## config.mk

```make
export PLATFORM = sky130hd
export DESIGN_NAME = gated_pulse_counter
export DESIGN_NICKNAME = d
export VERILOG_FILES = /design/src/rtl/gpc_pkg.sv /design/src/rtl/gpc_edge_sync.sv /design/src/rtl/gpc_win_counter.sv /design/src/rtl/gpc_result_bank.sv /design/src/rtl/gated_pulse_counter.sv
export SDC_FILE = /design/constraint.sdc
export NUM_CORES = 1
export LEC_CHECK = 0
export BUFFER_PORTS_ARGS = -buffer_cell sky130_fd_sc_hd__buf_4
export CORE_ASPECT_RATIO = 1.2
export CORE_MARGIN = 5
export CORE_UTILIZATION = 45
export DETAILED_ROUTE_END_ITERATION = 12
export GPL_ROUTABILITY_DRIVEN = 0
export GPL_TIMING_DRIVEN = 1
export PLACE_DENSITY = 0.61
export SYNTH_ARGS = -nofsm -noshare
export SYNTH_HDL_FRONTEND = slang
export SYNTH_SLANG_ARGS = --single-unit
```

## constraint.sdc

```tcl
create_clock -name clk -period 4.5 [get_ports clk]
set_input_delay 0.225 -clock clk [delete_from_list [all_inputs] [get_ports clk]]
set_output_delay 0.225 -clock clk [all_outputs]
set_load 0.01 [all_outputs]
```

## src/rtl/gpc_pkg.sv

```systemverilog
package gpc_pkg;

  typedef enum logic {
    WIN_IDLE = 1'b0,
    WIN_OPEN = 1'b1
  } win_state_t;

  localparam int unsigned CH_SENS = 0;
  localparam int unsigned CH_REF  = 1;
  localparam int unsigned N_CH    = 2;
  localparam int unsigned N_IN    = 3;

endpackage

```

## src/rtl/gpc_edge_sync.sv

```systemverilog
module gpc_edge_sync #(
  parameter int unsigned STAGES = 2
) (
  input  logic clk,
  input  logic rst_n,
  input  logic din,
  output logic rise_o
);

  logic [STAGES-1:0] sync_q;
  logic              prev_q;

  always_ff @(posedge clk) begin
    if (!rst_n) begin
      sync_q <= '0;
      prev_q <= 1'b0;
    end else begin
      sync_q <= {sync_q[STAGES-2:0], din};
      prev_q <= sync_q[STAGES-1];
    end
  end

  assign rise_o = sync_q[STAGES-1] & ~prev_q;

  assert_one_pulse_R1: assert property (@(posedge clk) disable iff (!rst_n)
    rise_o |=> !rise_o);

endmodule

```

## src/rtl/gpc_win_counter.sv

```systemverilog
module gpc_win_counter #(
  parameter int unsigned CNT_W = 24
) (
  input  logic             clk,
  input  logic             rst_n,
  input  logic             run_i,
  input  logic             inc_i,
  input  logic             clr_i,
  output logic [CNT_W-1:0] final_cnt_o,
  output logic             final_ovf_o
);

  localparam logic [CNT_W-1:0] MAXV = {CNT_W{1'b1}};
  localparam logic [CNT_W-1:0] ONE  = {{(CNT_W-1){1'b0}}, 1'b1};

  function automatic logic [CNT_W-1:0] sat_step(input logic [CNT_W-1:0] v, input logic inc);
    return (inc && (v != MAXV)) ? v + ONE : v;
  endfunction

  function automatic logic hits_ceiling(input logic [CNT_W-1:0] v, input logic inc);
    return inc && (v == MAXV);
  endfunction

  logic [CNT_W-1:0] cnt_q;
  logic             ovf_q;

  always_ff @(posedge clk) begin
    if (!rst_n) begin
      cnt_q <= '0;
      ovf_q <= 1'b0;
    end else if (clr_i || !run_i) begin
      cnt_q <= '0;
      ovf_q <= 1'b0;
    end else begin
      cnt_q <= sat_step(cnt_q, inc_i);
      ovf_q <= ovf_q | hits_ceiling(cnt_q, inc_i);
    end
  end

  assign final_cnt_o = sat_step(cnt_q, inc_i);
  assign final_ovf_o = ovf_q | hits_ceiling(cnt_q, inc_i);

  assert_sat_hold_R8: assert property (@(posedge clk) disable iff (!rst_n)
    (run_i && !clr_i && cnt_q == MAXV) |=> (cnt_q == MAXV));

  assert_idle_stable_R1: assert property (@(posedge clk) disable iff (!rst_n)
    (run_i && !clr_i && !inc_i) |=> $stable(cnt_q));

  assert_clear_R3: assert property (@(posedge clk) disable iff (!rst_n)
    clr_i |=> (cnt_q == '0 && !ovf_q));

endmodule

```

## src/rtl/gpc_result_bank.sv

```systemverilog
module gpc_result_bank #(
  parameter int unsigned CNT_W = 24
) (
  input  logic                            clk,
  input  logic                            rst_n,
  input  logic                            close_evt,
  input  logic                            ack_i,
  input  logic [gpc_pkg::N_CH-1:0][CNT_W-1:0] cnt_in,
  input  logic [gpc_pkg::N_CH-1:0]        ovf_in,
  output logic [gpc_pkg::N_CH-1:0][CNT_W-1:0] cnt_q,
  output logic [gpc_pkg::N_CH-1:0]        ovf_q,
  output logic                            irq_o,
  output logic                            overrun_o
);

  logic lost_evt;
  assign lost_evt = close_evt & irq_o & ~ack_i;

  always_ff @(posedge clk) begin
    if (!rst_n) begin
      cnt_q     <= '0;
      ovf_q     <= '0;
      irq_o     <= 1'b0;
      overrun_o <= 1'b0;
    end else begin
      if (close_evt) begin
        cnt_q <= cnt_in;
        ovf_q <= ovf_in;
      end
      if (close_evt)  irq_o <= 1'b1;
      else if (ack_i) irq_o <= 1'b0;
      if (lost_evt) overrun_o <= 1'b1;
    end
  end

  assert_irq_source_R5: assert property (@(posedge clk) disable iff (!rst_n)
    $rose(irq_o) |-> $past(close_evt));

  assert_ack_clears_R5: assert property (@(posedge clk) disable iff (!rst_n)
    (ack_i && !close_evt) |=> !irq_o);

  assert_ack_close_R6: assert property (@(posedge clk) disable iff (!rst_n)
    (ack_i && close_evt && !overrun_o) |=> (irq_o && !overrun_o));

  assert_overrun_sticky_R7: assert property (@(posedge clk) disable iff (!rst_n)
    overrun_o |=> overrun_o);

  assert_hold_results_R9: assert property (@(posedge clk) disable iff (!rst_n)
    !close_evt |=> ($stable(cnt_q) && $stable(ovf_q)));

endmodule

```

## src/rtl/gated_pulse_counter.sv

```systemverilog
module gated_pulse_counter #(
  parameter int unsigned CNT_W       = 24,
  parameter int unsigned SYNC_STAGES = 2
) (
  input  logic             clk,
  input  logic             rst_n,
  input  logic             sensor_in,
  input  logic             ref_in,
  input  logic             gate_in,
  input  logic             ack_i,
  output logic [CNT_W-1:0] sens_count_o,
  output logic [CNT_W-1:0] ref_count_o,
  output logic             sens_ovf_o,
  output logic             ref_ovf_o,
  output logic             irq_o,
  output logic             overrun_o
);
  import gpc_pkg::*;

  localparam int unsigned GATE_IDX = N_IN - 1;

  logic [N_IN-1:0] raw_in;
  logic [N_IN-1:0] rise;
  assign raw_in = {gate_in, ref_in, sensor_in};

  for (genvar gi = 0; gi < N_IN; gi++) begin : g_sync
    gpc_edge_sync #(.STAGES(SYNC_STAGES)) u_sync (
      .clk   (clk),
      .rst_n (rst_n),
      .din   (raw_in[gi]),
      .rise_o(rise[gi])
    );
  end

  win_state_t st_q;
  logic       open_evt;
  logic       close_evt;
  logic       win_run;

  assign win_run   = (st_q == WIN_OPEN);
  assign open_evt  = rise[GATE_IDX] & ~win_run;
  assign close_evt = rise[GATE_IDX] & win_run;

  always_ff @(posedge clk) begin
    if (!rst_n)        st_q <= WIN_IDLE;
    else if (open_evt) st_q <= WIN_OPEN;
  end

  logic [N_CH-1:0][CNT_W-1:0] win_cnt;
  logic [N_CH-1:0]            win_ovf;
  logic [N_CH-1:0][CNT_W-1:0] held_cnt;
  logic [N_CH-1:0]            held_ovf;

  for (genvar ch = 0; ch < N_CH; ch++) begin : g_chan
    gpc_win_counter #(.CNT_W(CNT_W)) u_cnt (
      .clk        (clk),
      .rst_n      (rst_n),
      .run_i      (win_run),
      .inc_i      (rise[ch] & win_run),
      .clr_i      (close_evt),
      .final_cnt_o(win_cnt[ch]),
      .final_ovf_o(win_ovf[ch])
    );
  end

  gpc_result_bank #(.CNT_W(CNT_W)) u_bank (
    .clk      (clk),
    .rst_n    (rst_n),
    .close_evt(close_evt),
    .ack_i    (ack_i),
    .cnt_in   (win_cnt),
    .ovf_in   (win_ovf),
    .cnt_q    (held_cnt),
    .ovf_q    (held_ovf),
    .irq_o    (irq_o),
    .overrun_o(overrun_o)
  );

  assign sens_count_o = held_cnt[CH_SENS];
  assign ref_count_o  = held_cnt[CH_REF];
  assign sens_ovf_o   = held_ovf[CH_SENS];
  assign ref_ovf_o    = held_ovf[CH_REF];

  assert_idle_no_irq_R2: assert property (@(posedge clk) disable iff (!rst_n)
    (st_q == WIN_IDLE) |-> (!irq_o && sens_count_o == '0 && ref_count_o == '0));

  assert_open_once_R2: assert property (@(posedge clk) disable iff (!rst_n)
    win_run |=> win_run);

endmodule

```

==> metrics.log <==
[metrics] CP Data Required Time: 4.78 ns
[metrics] initial antenna violation count: 0
[metrics] clock sink total: 112
[metrics] fraction of synthesis flops using an asynchronous set or reset pin: 0%
[metrics] TritonCTS clock tree: done
[metrics] vias in the first global route: 3611
[metrics] clock buffer count from CTS: 9
[metrics] number of cell rows: 39
[metrics] total of cells resized after clock tree synthesis: 0
[metrics] half-perimeter wire length after placement: between 6 and 7 mm
[metrics] nets: 555
[metrics] Detailed Route WL: 10.2 mm
[metrics] parity-gate share of the synthesized area counting xor and xnor cells: 5.90%
[metrics] die width: 101 µm
[metrics] result of the run: finished clean
[metrics] path category of the worst min-delay check: in2reg
[metrics] routed wirelength normalized by instance count: 15.1 µm
[metrics] area fraction in compound gates after synthesis: 18.6%
[metrics] combinational family with the most area after synthesis: simple AND/OR/NAND/NOR gates
[metrics] vertical die dimension: roughly 120 µm
[metrics] number of pins with negative max-slew slack in the final report: 0
[metrics] CTS HTree Levels: 3
[metrics] startpoint class of the critical path: flop
[metrics] Total Die Area: 12000 µm²
[metrics] power share of the combinational group: about 2.2%
[metrics] number of I/O port buffers: 57
[metrics] switching fraction of total power: a little over 20%
[metrics] antenna diode count: 0
[metrics] worst reg-to-reg path cell count: 6
[metrics] GR Util All Layers: approximately 18%
[metrics] endpoint type of the worst setup path: flop
[metrics] ports placed on the boundary: 58
[metrics] worst setup slack for register-to-register paths: 1.89 ns
[metrics] count of flip-flops with a built-in enable after synthesis: 0
[metrics] start point of the worst min-delay path: ref_in
[metrics] Core Box Area: 9610 µm²
[metrics] clock group share of total power: 45.4%
[metrics] Slew Limit Headroom: 25.6%
[metrics] # Post-CTS Setup Buffers: 0
[metrics] ys flop type: dfxtp_1
[metrics] number of maximum-capacitance constraint violations: 0
[metrics] CTS max path bufs: 2
[metrics] Total Neg Setup Slack: 0 ns
[metrics] global-route congestion overflow total: 0
[metrics] RSZ-0062 raised after global routing: false
[metrics] Post-Synthesis Mean Instance Area: 8.82 µm²
[metrics] via count: 3699
[metrics] top library cells by usage in the layout, fill and taps aside: 112 x dfxtp_1, 64 x a21oi_1, 60 x buf_4
[metrics] worst hold path stage count: 2
[metrics] effective utilization at floorplan: 46.3%
[metrics] Switching Power: 393 µW
[metrics] number of violations reported at the end of detailed-routing iteration 0: around 130
[metrics] multiplexer share of the synthesized area: under 10%
[metrics] largest net degree at the start of global routing: 73
[metrics] transition time at the pin with the least slew margin: approximately 1.1 ns
[metrics] Yosys warnings: 0
[metrics] clock tree root buffer cell: clkbuf_16
[metrics] per-cell via count in the routed design: 5.48
[metrics] filler instances: 892
[metrics] Sequential Power Share: a little over half
[metrics] maximum VDD drop: between 0.2 and 0.25 mV
[metrics] number of cells produced by synthesis: 505
[metrics] portion of the post-synthesis area used by sequential elements: ~50%
[metrics] most common library cell in the layout ignoring fill and taps: dfxtp_1
[metrics] cell internal power dissipation: 1.52 mW
[metrics] endpoint of the lowest-slack register-to-register path: u_bank.cnt_q[36]
[metrics] Leak: 1.83 nW
[metrics] Hold Violations, Final: 0
[metrics] multi-input combinational cell area: just over 2000 µm²
[metrics] Crit Path Class: reg2reg
[metrics] number of placed instances, taps included: ~660
[metrics] highest clock frequency the design can meet: between 300 and 400 MHz
[metrics] final routed DRC violation total: 0
[metrics] library cell occupying the most area in the post-synthesis netlist: dfxtp_1
[metrics] final non-filler cell total: 675
[metrics] arrival time at the worst endpoint: between 2 and 3 ns
[metrics] maximum net fanout on the critical path: 15
[metrics] wire length of the first global-routing pass: around 17 mm
[metrics] reg-to-reg critical path startpoint: g_chan[1].u_cnt.cnt_q[0]
[metrics] area share of the leading cell type in the synthesized netlist: 50.3%
[metrics] cell area after synthesis: 4460 µm²
[metrics] layout-stage area growth over the synthesis result: 18.5%
[metrics] number of library cell types mapped by synthesis: 44
[metrics] Clock Skews: around 0.0091 ns
[metrics] cell area power density: 363 nW/µm²
[metrics] post-synthesis share of cell area spent on and, or, nand and nor gates: between 20 and 25%
[metrics] Final Power: around 1.9 mW
[metrics] part of the cycle the worst path needs: roughly 58%
[metrics] Clock transition at path regs: ~0.070 ns
[metrics] sequential cell area: 2240 µm²
[metrics] Antenna Violating Nets Remaining: 0
[metrics] Yosys reg bits: 112
[metrics] Setup violations, final: 0
[metrics] Post-CTS Hold Fix Bufs: 0
[metrics] net count of the mapped netlist: 513
[metrics] top cells by area in the synthesized netlist: dfxtp_1 50%, a21oi_1 7.2%, o21ai_0 6.3%, xnor2_1 5.3%, nor2_1 4.0%
[metrics] worst skew pair latency: between 0.3 and 0.4 ns
[metrics] ratio of cells with drive above 1 in the final layout: 15.4%
[metrics] 1st-pass router iterations: 4
[metrics] WHS: 0.0773 ns
[metrics] hold-critical path endpoint: g_sync[1].u_sync.sync_q[0]
[metrics] final critical path time including I/O delays and setup: 2.61 ns
[metrics] Synth Area in Adders: 0.562%
[layout make-up]
cell class | count | area share, %
Clock buffer | 10 | 4.53
Clock inverter | 6 | 1.71
Inverter | 7 | 0.498
Multi-Input combinational cell | 357 | 39.3
Sequential cell | 112 | 42.5
Tap cell | 123 | 2.92
Timing Repair Buffer | 60 | 8.53
[cell usage after synthesis, types with 3 or more instances]
library cell and count:
or4_1 6, nand2_1 20, xnor2_1 27, nor3_1 9, a31oi_1 13, clkbuf_1 26, o31ai_1 3, or3_1 10
nand4_1 15, and2_1 14, mux2i_1 5, nor4_1 4, and3_1 6, xor2_1 3, dfxtp_1 112, a21oi_1 64
o21ai_0 56, a211oi_1 7, and4_1 6, nor2_1 47, nand3_1 18, inv_1 7
[layer usage]
layer	track usage, %	vias up	routed length [µm]
met5	0	-	0
met4	7.08	0	188
met3	3.80	18	338
met2	31.0	58	5270
met1	20.4	1728	4400
li1	-	1895	-
[how the worst max path moves through the flow]
stage,endpoint,slack (ns),startpoint,cells past startpoint
2_1_floorplan,u_bank.cnt_q[20],2.52,g_chan[0].u_cnt.cnt_q[0],7
3_3_place_gp,u_bank.cnt_q[38],2.06,g_chan[1].u_cnt.cnt_q[0],6
3_5_place_dp,u_bank.cnt_q[32],1.93,g_chan[1].u_cnt.cnt_q[0],6
4_1_cts,u_bank.cnt_q[36],1.92,g_chan[1].u_cnt.cnt_q[0],6
5_1_grt,g_chan[1].u_cnt.cnt_q[20],1.59,g_chan[1].u_cnt.cnt_q[0],6
6_report,u_bank.cnt_q[36],1.89,g_chan[1].u_cnt.cnt_q[0],6
[flip-flops by register name, indices dropped and copies added (netlist names)]
| name | cells |
|---|---|
| u_bank.overrun_o | 1 |
| u_bank.ovf_q | 2 |
| g_sync.u_sync.sync_q | 6 |
| g_chan.u_cnt.ovf_q | 2 |
| g_sync.u_sync.prev_q | 3 |
| u_bank.irq_o | 1 |
| u_bank.cnt_q | 48 |
| g_chan.u_cnt.cnt_q | 48 |
| st_q | 1 |
[through the flow]
step / setup slack (ns) / util, % / cell area (µm²)
after CTS: 1.92 / 54.9 / 5280
after global routing: 1.59 / 54.9 / 5280
final: 1.89 / 54.9 / 5280
after floorplan: 2.52 / - / 4460
after detailed placement: 1.93 / 51.5 / 4950
after global placement: 2.06 / 51.5 / 4950
[power by group through the flow]
stage / clock network, mW / logic (mW) / registers, mW
global placement: 0 / 0.0419 / 1.03
CTS: 0.889 / 0.0426 / 1.01
finish: 0.869 / 0.0413 / 1.01
detailed placement: 0 / 0.0424 / 1.03
global route: 0.935 / 0.0468 / 1.01
floorplan: 0 / 0.0209 / 1.03
[cell families (layout without fill, tap and decap cells)]
logic type	count (synthesis)	in the layout
xor+xnor	30	30
flops	112	112
mux	5	5
buf+inv	36	83
simple gates	169	169
compound gates	151	151
fa+ha+maj	2	2
[worst max-delay path, stage by stage (launching register included)]
cell	delay (ns)
dfxtp_1	0.38
ha_1	0.20
nand4_1	0.12
nor3_1	0.90
and2_1	0.54
o21ai_0	0.21
a31oi_1	0.19
No activity file was read; power rests on OpenSTA's default activity.
